$ cat config.mk
export PLATFORM = sky130hd
export DESIGN_NAME = msadc_seq
export DESIGN_NICKNAME = d
export VERILOG_FILES = /design/src/rtl/msadc_pkg.sv /design/src/rtl/msadc_sync.sv /design/src/rtl/msadc_ru_timer.sv /design/src/rtl/msadc_rd_ctr.sv /design/src/rtl/msadc_seq.sv
export SDC_FILE = /design/constraint.sdc
export NUM_CORES = 1
export LEC_CHECK = 0
export ABC_AREA = 1
export CAP_MARGIN = 20
export CORE_ASPECT_RATIO = 0.6
export CORE_MARGIN = 2
export CORE_UTILIZATION = 35
export DETAILED_ROUTE_END_ITERATION = 16
export GPL_TIMING_DRIVEN = 0
export SYNTH_ARGS = -nofsm -noshare
export SYNTH_HDL_FRONTEND = slang
export SYNTH_SLANG_ARGS = --single-unit
export TNS_END_PERCENT = 100
$ cat constraint.sdc
create_clock -name clk -period 1.45 [get_ports clk]
set_clock_uncertainty 0.05 [all_clocks]
set_input_delay 0.145 -clock clk [delete_from_list [all_inputs] [get_ports clk]]
set_output_delay 0.145 -clock clk [all_outputs]
set_load 0.05 [all_outputs]
$ cat src/rtl/msadc_pkg.sv
package msadc_pkg;

  typedef enum logic [3:0] {
    ST_IDLE,
    ST_PUSH,
    ST_REQ1,
    ST_WAIT1,
    ST_RUN,
    ST_EMIT_HI,
    ST_RD_ARM,
    ST_RD_RUN,
    ST_EMIT_P1,
    ST_EMIT_P2,
    ST_REQ2,
    ST_WAIT2
  } seq_state_e;

  localparam logic [1:0] SW_OFF = 2'b00;
  localparam logic [1:0] SW_P1  = 2'b01;
  localparam logic [1:0] SW_P2  = 2'b10;

  localparam logic [1:0] KIND_HI = 2'd0;
  localparam logic [1:0] KIND_P1 = 2'd1;
  localparam logic [1:0] KIND_P2 = 2'd2;

  localparam int PUSH_CLKS = 2;

  // first clock of a run-up cycle always probes with polarity one
  function automatic logic [1:0] runup_sel(input logic first_clk, input logic keep_p1);
    return (first_clk || keep_p1) ? SW_P1 : SW_P2;
  endfunction

  // comparator high at rundown start means polarity one pulls towards threshold
  function automatic logic [1:0] rundown_sel(input logic start_high);
    return start_high ? SW_P1 : SW_P2;
  endfunction

endpackage

$ cat src/rtl/msadc_sync.sv
module msadc_sync #(
  parameter int STAGES = 2
) (
  input  logic clk,
  input  logic rst_n,
  input  logic d_async,
  output logic d_sync
);

  logic [STAGES-1:0] chain_q;

  for (genvar i = 0; i < STAGES; i++) begin : g_stage
    if (i == 0) begin : g_first
      always_ff @(posedge clk or negedge rst_n) begin
        if (!rst_n) chain_q[0] <= 1'b0;
        else        chain_q[0] <= d_async;
      end
    end else begin : g_next
      always_ff @(posedge clk or negedge rst_n) begin
        if (!rst_n) chain_q[i] <= 1'b0;
        else        chain_q[i] <= chain_q[i-1];
      end
    end
  end

  assign d_sync = chain_q[STAGES-1];

endmodule

$ cat src/rtl/msadc_ru_timer.sv
module msadc_ru_timer #(
  parameter int CNT_W    = 16,
  parameter int CYC_CLKS = 6
) (
  input  logic             clk,
  input  logic             rst_n,
  input  logic             load,
  input  logic [CNT_W-1:0] load_val,
  input  logic             advance,
  output logic             first_clk,
  output logic             cyc_end,
  output logic             last_cyc,
  output logic             empty
);

  localparam int PH_W = (CYC_CLKS > 2) ? $clog2(CYC_CLKS) : 1;
  localparam logic [PH_W-1:0] PH_LAST = PH_W'(CYC_CLKS - 1);
  localparam logic [CNT_W-1:0] ONE = CNT_W'(1);

  logic [PH_W-1:0]  ph_q;
  logic [CNT_W-1:0] left_q;

  always_ff @(posedge clk or negedge rst_n) begin
    if (!rst_n) begin
      ph_q   <= '0;
      left_q <= '0;
    end else if (load) begin
      ph_q   <= '0;
      left_q <= load_val;
    end else if (advance) begin
      if (ph_q == PH_LAST) begin
        ph_q   <= '0;
        left_q <= left_q - ONE;
      end else begin
        ph_q <= ph_q + 1'b1;
      end
    end
  end

  assign first_clk = (ph_q == '0);
  assign cyc_end   = (ph_q == PH_LAST);
  assign last_cyc  = cyc_end && (left_q == ONE);
  assign empty     = (left_q == '0);

endmodule

$ cat src/rtl/msadc_rd_ctr.sv
module msadc_rd_ctr #(
  parameter int CNT_W = 16
) (
  input  logic             clk,
  input  logic             rst_n,
  input  logic             clr,
  input  logic             inc_p1,
  input  logic             inc_p2,
  output logic [CNT_W-1:0] p1_cnt,
  output logic [CNT_W-1:0] p2_cnt
);

  logic [1:0]            inc_vec;
  logic [1:0][CNT_W-1:0] cnt_q;

  assign inc_vec = {inc_p2, inc_p1};

  for (genvar d = 0; d < 2; d++) begin : g_dir
    always_ff @(posedge clk or negedge rst_n) begin
      if (!rst_n)          cnt_q[d] <= '0;
      else if (clr)        cnt_q[d] <= '0;
      else if (inc_vec[d]) cnt_q[d] <= cnt_q[d] + 1'b1;
    end
  end

  assign p1_cnt = cnt_q[0];
  assign p2_cnt = cnt_q[1];

endmodule

$ cat src/rtl/msadc_seq.sv
module msadc_seq
  import msadc_pkg::*;
#(
  parameter int CNT_W       = 16,
  parameter int CYC_CLKS    = 6,
  parameter int SYNC_STAGES = 2
) (
  input  logic             clk,
  input  logic             rst_n,
  input  logic             cmd_valid,
  output logic             cmd_ready,
  input  logic [CNT_W-1:0] cmd_cycles,
  input  logic             cmp_async,
  output logic [1:0]       sw_sel,
  output logic             integ_en,
  output logic             aux_req,
  input  logic             aux_done,
  output logic             rs_valid,
  input  logic             rs_ready,
  output logic [CNT_W-1:0] rs_data,
  output logic [1:0]       rs_kind
);

  localparam logic [CNT_W-1:0] ALL_ONES = '1;

  seq_state_e       st_q, st_d;
  logic             cmp_sync;
  logic             first_clk, cyc_end, last_cyc, ru_empty;
  logic             push_q;
  logic             keep_p1_q;
  logic             start_hi_q;
  logic [CNT_W-1:0] hi_q;
  logic [CNT_W-1:0] p1_cnt, p2_cnt;

  // named internal events
  logic ev_accept, ev_ru_hi, ev_rd_done, in_run, in_rd;

  msadc_sync #(.STAGES(SYNC_STAGES)) u_sync (
    .clk     (clk),
    .rst_n   (rst_n),
    .d_async (cmp_async),
    .d_sync  (cmp_sync)
  );

  assign in_run     = (st_q == ST_RUN);
  assign in_rd      = (st_q == ST_RD_RUN);
  assign ev_accept  = (st_q == ST_IDLE) && cmd_valid;
  assign ev_ru_hi   = in_run && first_clk && cmp_sync;
  assign ev_rd_done = in_rd && (cmp_sync != start_hi_q);

  msadc_ru_timer #(.CNT_W(CNT_W), .CYC_CLKS(CYC_CLKS)) u_timer (
    .clk       (clk),
    .rst_n     (rst_n),
    .load      (ev_accept),
    .load_val  (cmd_cycles),
    .advance   (in_run),
    .first_clk (first_clk),
    .cyc_end   (cyc_end),
    .last_cyc  (last_cyc),
    .empty     (ru_empty)
  );

  msadc_rd_ctr #(.CNT_W(CNT_W)) u_rd (
    .clk    (clk),
    .rst_n  (rst_n),
    .clr    (st_q == ST_RD_ARM),
    .inc_p1 (in_rd && !ev_rd_done && start_hi_q),
    .inc_p2 (in_rd && !ev_rd_done && !start_hi_q),
    .p1_cnt (p1_cnt),
    .p2_cnt (p2_cnt)
  );

  always_comb begin
    st_d = st_q;
    unique case (st_q)
      ST_IDLE: begin
        if (cmd_valid)      st_d = ST_REQ1;
        else if (!cmp_sync) st_d = ST_PUSH;
      end
      ST_PUSH:    if (push_q) st_d = ST_IDLE;
      ST_REQ1:    st_d = ST_WAIT1;
      ST_WAIT1:   if (aux_done) st_d = ru_empty ? ST_EMIT_HI : ST_RUN;
      ST_RUN:     if (last_cyc) st_d = ST_EMIT_HI;
      ST_EMIT_HI: if (rs_ready) st_d = ST_RD_ARM;
      ST_RD_ARM:  st_d = ST_RD_RUN;
      ST_RD_RUN:  if (ev_rd_done) st_d = ST_EMIT_P1;
      ST_EMIT_P1: if (rs_ready) st_d = ST_EMIT_P2;
      ST_EMIT_P2: if (rs_ready) st_d = ST_REQ2;
      ST_REQ2:    st_d = ST_WAIT2;
      ST_WAIT2:   if (aux_done) st_d = ST_IDLE;
      default:    st_d = ST_IDLE;
    endcase
  end

  always_ff @(posedge clk or negedge rst_n) begin
    if (!rst_n) begin
      st_q       <= ST_IDLE;
      push_q     <= 1'b0;
      keep_p1_q  <= 1'b0;
      start_hi_q <= 1'b0;
      hi_q       <= '0;
    end else begin
      st_q <= st_d;
      // second of the two push clocks is flagged by push_q
      push_q <= (st_q == ST_PUSH) && !push_q;
      if (ev_accept) hi_q <= ALL_ONES;
      else if (ev_ru_hi) hi_q <= hi_q - 1'b1;
      if (in_run && first_clk) keep_p1_q <= cmp_sync;
      if (st_q == ST_RD_ARM) start_hi_q <= cmp_sync;
    end
  end

  always_comb begin
    sw_sel    = SW_OFF;
    integ_en  = 1'b0;
    aux_req   = 1'b0;
    cmd_ready = 1'b0;
    rs_valid  = 1'b0;
    rs_data   = '0;
    rs_kind   = KIND_HI;
    unique case (st_q)
      ST_IDLE: begin
        sw_sel    = SW_P1;
        cmd_ready = 1'b1;
      end
      ST_PUSH: sw_sel = SW_P2;
      ST_REQ1, ST_REQ2: aux_req = 1'b1;
      ST_RUN: begin
        sw_sel   = runup_sel(first_clk, keep_p1_q);
        integ_en = 1'b1;
      end
      ST_EMIT_HI: begin
        rs_valid = 1'b1;
        rs_data  = hi_q;
        rs_kind  = KIND_HI;
      end
      ST_RD_RUN: sw_sel = rundown_sel(start_hi_q);
      ST_EMIT_P1: begin
        rs_valid = 1'b1;
        rs_data  = p1_cnt;
        rs_kind  = KIND_P1;
      end
      ST_EMIT_P2: begin
        rs_valid = 1'b1;
        rs_data  = p2_cnt;
        rs_kind  = KIND_P2;
      end
      default: ;
    endcase
  end

  logic unused_ok;
  assign unused_ok = cyc_end;

endmodule

After elaboration in Yosys (flattened, before gate mapping)
Index checks and enable logic that the tools add are counted.
{ "op_classes": {"eq_ne": 23, "n_reduce_logical": 25, "n_mux": 33, "add_sub_neg": 5} }
{ "op_table": {"columns": ["cell", "count"], "rows": [
  ["$mux 16", 9],
  ["$pmux 16 s3", 1],
  ["$pmux 4 s12", 1],
  ["$mux 4", 10],
  ["$add 16x1->16 const B", 2],
  ["$sub 16x1->16 const B", 2],
  ["$eq 16x1->1 const B", 1],
  ["$eq 4x3->1 const B", 4],
  ["$eq 4x4->1 const B", 4],
  ["$logic_not 16->1", 1],
  ["$ne 2x2->1 const B", 8],
  ["$reduce_bool 2->1", 5],
  ["$logic_and 1x1->1", 9],
  ["$mux 3", 3],
  ["$reduce_and 9->1", 1],
  ["$eq 4x2->1 const B", 2],
  ["$pmux 2 s4", 1],
  ["$mux 1", 5],
  ["$eq 4x1->1 const B", 1],
  ["$logic_not 4->1", 1],
  ["$mux 2", 2],
  ["$pmux 2 s2", 1],
  ["$add 3x1->3 const B", 1],
  ["$eq 3x3->1 const B", 1],
  ["other kinds (8)", 10]
]} }
{ "word_totals": {"inputBits": 22, "elab_cells": 97, "out_inout_bits": 24, "reg_bits": 76} }

Logic depth before layout (Yosys ltp)
{ "logic_depth": {"word_depth": 7, "ltp_mapped": 11, "mapped_depth_nobuf": 10} }

Modules after synthesis
From an unflattened synthesis, not the netlist that was laid out.
{ "unflattened": {"cells_unflattened": 752, "hier_area_um2": 5124.9} }
{ "modules_own_cells": {"columns": ["module", "area_per_inst_um2", "cells_each", "n_inst", "seq_area_each_um2"], "rows": [
  ["msadc_seq", 1965.6, 308, 1, 575.6],
  ["msadc_rd_ctr", 1785.5, 246, 1, 800.8],
  ["msadc_ru_timer", 1323.8, 196, 1, 475.5],
  ["msadc_sync", 50.0, 2, 1, 50.0]
]} }

Worst setup path after synthesis
No wires, ideal clock.
{ "synth_timing": {"path_kind": "reg-to-output", "start": "reg st_q[3]", "end": "out sw_sel[1]", "stages_incl_launch_ff": 4, "setup_slack_ns": -1.394, "required_ns": 1.255, "arrival_ns": 2.649, "path_buffers": 0, "path_cell_list": "dfrtp_1 nor2_8 nand2_4 o311ai_0"} }
{ "synth_between": {"elab_chain_cells": 2, "elab_cells_between_ends": 5, "classes_between": "3 x eq/ne; 1 x mux; 1 x reduce/logical"} }
{ "synth_rtl": {"columns": ["element", "line", "rtl"], "rows": [
  ["start: declaration", "msadc_seq.sv:26", "seq_state_e st_q, st_d;"],
  ["start signal: assignment", "msadc_seq.sv:103", "st_q <= st_d;"],
  ["$eq 4x3->1, or another cell as far along", "msadc_seq.sv:121", "unique case (st_q)"],
  ["$pmux 2 s4 *", "msadc_seq.sv:121", null],
  ["end: declaration", "msadc_seq.sv:14", "output logic [1:0] sw_sel,"]
]} }
Mark *: on every way between the ends. The rest lies on a longest branch, timed or not.

Worst setup path after layout
{ "layout_timing": {"start": "reg st_q[2]", "end": "out rs_data[5]"} }
{ "layout_between": {"elab_chain_cells": 2, "elab_cells_between_ends": 4, "classes_between": "3 x eq/ne; 1 x mux"} }
{ "layout_rtl": {"columns": ["element", "line", "rtl"], "rows": [
  ["$eq 4x4->1 or $eq 4x3->1 (tied branches)", "msadc_seq.sv:121", null],
  ["$pmux 16 s3 *", "msadc_seq.sv:121", null],
  ["end: declaration", "msadc_seq.sv:20", "output logic [CNT_W-1:0] rs_data,"]
]} }
Marks and branches as above.

==> results.cfg <==
[floorplanning]
die_w_um = 162
io_pins = 46
dieArea_sq_um = 15900
dieHeight_um = 98.6
core_area_sq_um = 14500
initial_core_util_pct = 35.9
rows = 34

[finish]
syn2layout_area_growth_pct = 59.2
drive_above_1_share_pct = 35.2
stdcell_area_sq_um = 8310
fin_nets = 923
antenna_cells = 0

[drt]
post_drt_wl_per_cell_um = 17.4
antenna_left = 0
drtPass1Iterations = 5
drt_iter0_markers = 527
routed_wl_um = 19100
vias = 5780
viasPerCell = 5.26
drc = 0

[critical_path]
path_class = reg2out
critPathRequiredTime_ns = 1.25
startpoint_type = register
cp_max_fo = 5
end_kind = output pin
cp_data_arrival_time_ns = 1.81

[sta]
hold_violations = 0
rsz0062_at_grt = yes
max_freq_mhz = 498
finalCriticalPeriod_ns = 2.01
setup_ws_ns = -0.556
setup_viol = 97
worst_slew_pin_slew_ns = 0.488
finalCritPeriodShare_pct = 138
finalMaxSlewViolations = 0
relSlewSlack_pct = 67.3
hold_slack_ns = 0.149

[power_and_ir_drop]
power.density_nw_per_um2 = 1770
total_leakage_power_uw = 0.00383
total_power_uw = 14700
ir_drop_uv = 674

[synth]
synth-seq-area-share_pct = 36.4
synth_cells = 748
synthArstFlopShare_pct = 100
synth_seq_cells = 76
syn_area_per_cell_sq_um = 6.98
post_synth_num_cell_types = 40
ys_warn_count = 0
synthFlopType = dfrtp_1
synth_nets = 776
mappedNetlistArea_sq_um = 5220
synth_edf_count = 0

[clock_tree]
cts_buffers = 9
htree_levels = 3
clock_path_buffers = 2
cts_root_buf = clkbuf_16
clkLatencyLatePin_ns = 0.34
cts_sinks = 76
cts_tree = built
clkTransAtPathRegs_ns = 0.06

[grt]
grt_pass1_wl_um = 28600
overflow = 0
grt_max_degree = 65
gr-usage-all-layers_pct = 23.3
grt_pass1_vias = 5097
antenna_found_initial = 0

[placement]
gp_congestion = 0.910
dp_hpwl_um = 11700
place_area_sq_um = 6060
io_buffers = 45

[run_status]
status = complete, but fails checks
failed_checks = negative setup slack

[hold_path]
holdCritPathClass = in2async

[run]
drv_cap = 0
==> metal layers <==
layer  GRT usage, %  wire [um]
met2           30.6       7810
met1           38.4       9320
met3           4.76       1750
met4           4.22        172
met5              0          0
==> cells by family after synthesis <==
family	share of synthesized area [%]
buf+inv	9.54
flops	36.4
fa+ha+maj	1.44
compound gates	12.6
simple gates	39.4
xor+xnor	0.671
==> where the power goes <==
part	total (uW)	internal, uW	switching (uW)
combinational	9250	4020	5240
sequential	3160	2620	542
clock	2330	1340	984
==> sequential cells by signal, indices dropped and copies added (netlist names) <==
register,cells
hi_q,16
keep_p1_q,1
push_q,1
st_q,4
start_hi_q,1
u_rd.p1_cnt,16
u_rd.p2_cnt,16
u_sync.chain_q,1
u_sync.d_sync,1
u_timer.left_q,16
u_timer.ph_q,3
==> cell usage after synthesis (3+ instances only) <==
library cell | count | share of area, %
a21oi_1 | 14 | 1.3
buf_2 | 4 | 0.38
buf_4 | 4 | 0.58
buf_6 | 7 | 1.5
dfrtp_1 | 76 | 36
ha_1 | 6 | 1.4
inv_1 | 89 | 6.4
inv_2 | 6 | 0.43
nand2_1 | 191 | 14
nand2_2 | 6 | 0.72
nand2_4 | 11 | 2.4
nand3_1 | 74 | 7.1
nand4_1 | 26 | 3.1
nor2_1 | 104 | 7.5
nor2_2 | 3 | 0.36
nor2_4 | 9 | 1.9
nor3_1 | 9 | 0.86
o211ai_1 | 6 | 0.86
o21ai_0 | 54 | 5.2
o21ai_1 | 10 | 0.96
o221ai_1 | 12 | 2.0
xor2_1 | 4 | 0.67
==> final timing paths <==
path / depth (start not counted) / slack (ns) / end / start
setup reg to reg: 9 / -0.48 / hi_q[8] / st_q[1]
setup / recovery: 8 / -0.56 / rs_data[5] / st_q[2]
hold reg to reg: 0 / 0.32 / u_sync.d_sync / u_sync.chain_q[0]
min in group clk: 1 / 0.18 / u_sync.chain_q[0] / cmp_async
hold / removal: 2 / 0.15 / st_q[1] / rst_n
max in group asynchronous: 3 / 0.60 / u_rd.p2_cnt[14] / rst_n
==> worst max-delay path, cell delays in order (launching register included) <==
cell	delay, ns
dfrtp_2	0.45
nor2_4	0.14
inv_2	0.06
nor3_4	0.16
buf_12	0.16
buf_8	0.11
nand2_2	0.05
o211ai_1	0.10
buf_4	0.23
==> per-stage QoR <==
stage | TNS, ns | setup slack [ns] | utilization, % | instances
after floorplan | -9.49 | -0.470 | - | 748
after global placement | -264.65 | -3.27 | 41.5 | 991
after detailed placement | -40.07 | -1.08 | 41.6 | 992
after CTS | -32.47 | -0.599 | 53.5 | 1077
after global routing | -41.73 | -0.639 | 57.1 | 1098
final | -34.73 | -0.556 | 57.1 | 1098
==> repair_timing <==
item	in CTS	in global routing
setup buffers	58	24
setup endpoints to repair	95	97
gates resized for setup	352	106
pin swaps	44	46
endpoints found under the hold margin	76	0
hold buffers	1	0
cloned	10	1
==> final cells by class <==
type | count | area [sq um]
multi-input cells | 562 | 3640
clock buffers | 9 | 225
well taps | 198 | 248
inverters | 97 | 399
repair buffers | 136 | 1630
clock inverters | 7 | 73.8
fillers | 1269 | 6240
plain buffers | 13 | 194
flip-flops and latches | 76 | 1910
==> placed cells by master, fill, tap and decap left out, types with 11 or more instances in the layout <==
master and count:
nand3_2 17, buf_4 38, clkdlybuf4s50_1 20, o21ai_1 34, buf_12 14, inv_1 78, dfrtp_1 73, o21ai_0 14
nand2_2 21, o21ai_2 16, nand2_8 14, nor2_4 20, nand2_1 155, inv_2 11, nor2_1 88, nand2_4 20
buf_8 17, nand4_1 26, nand3_1 56, buf_6 51
(Power assumes the default switching activity.)
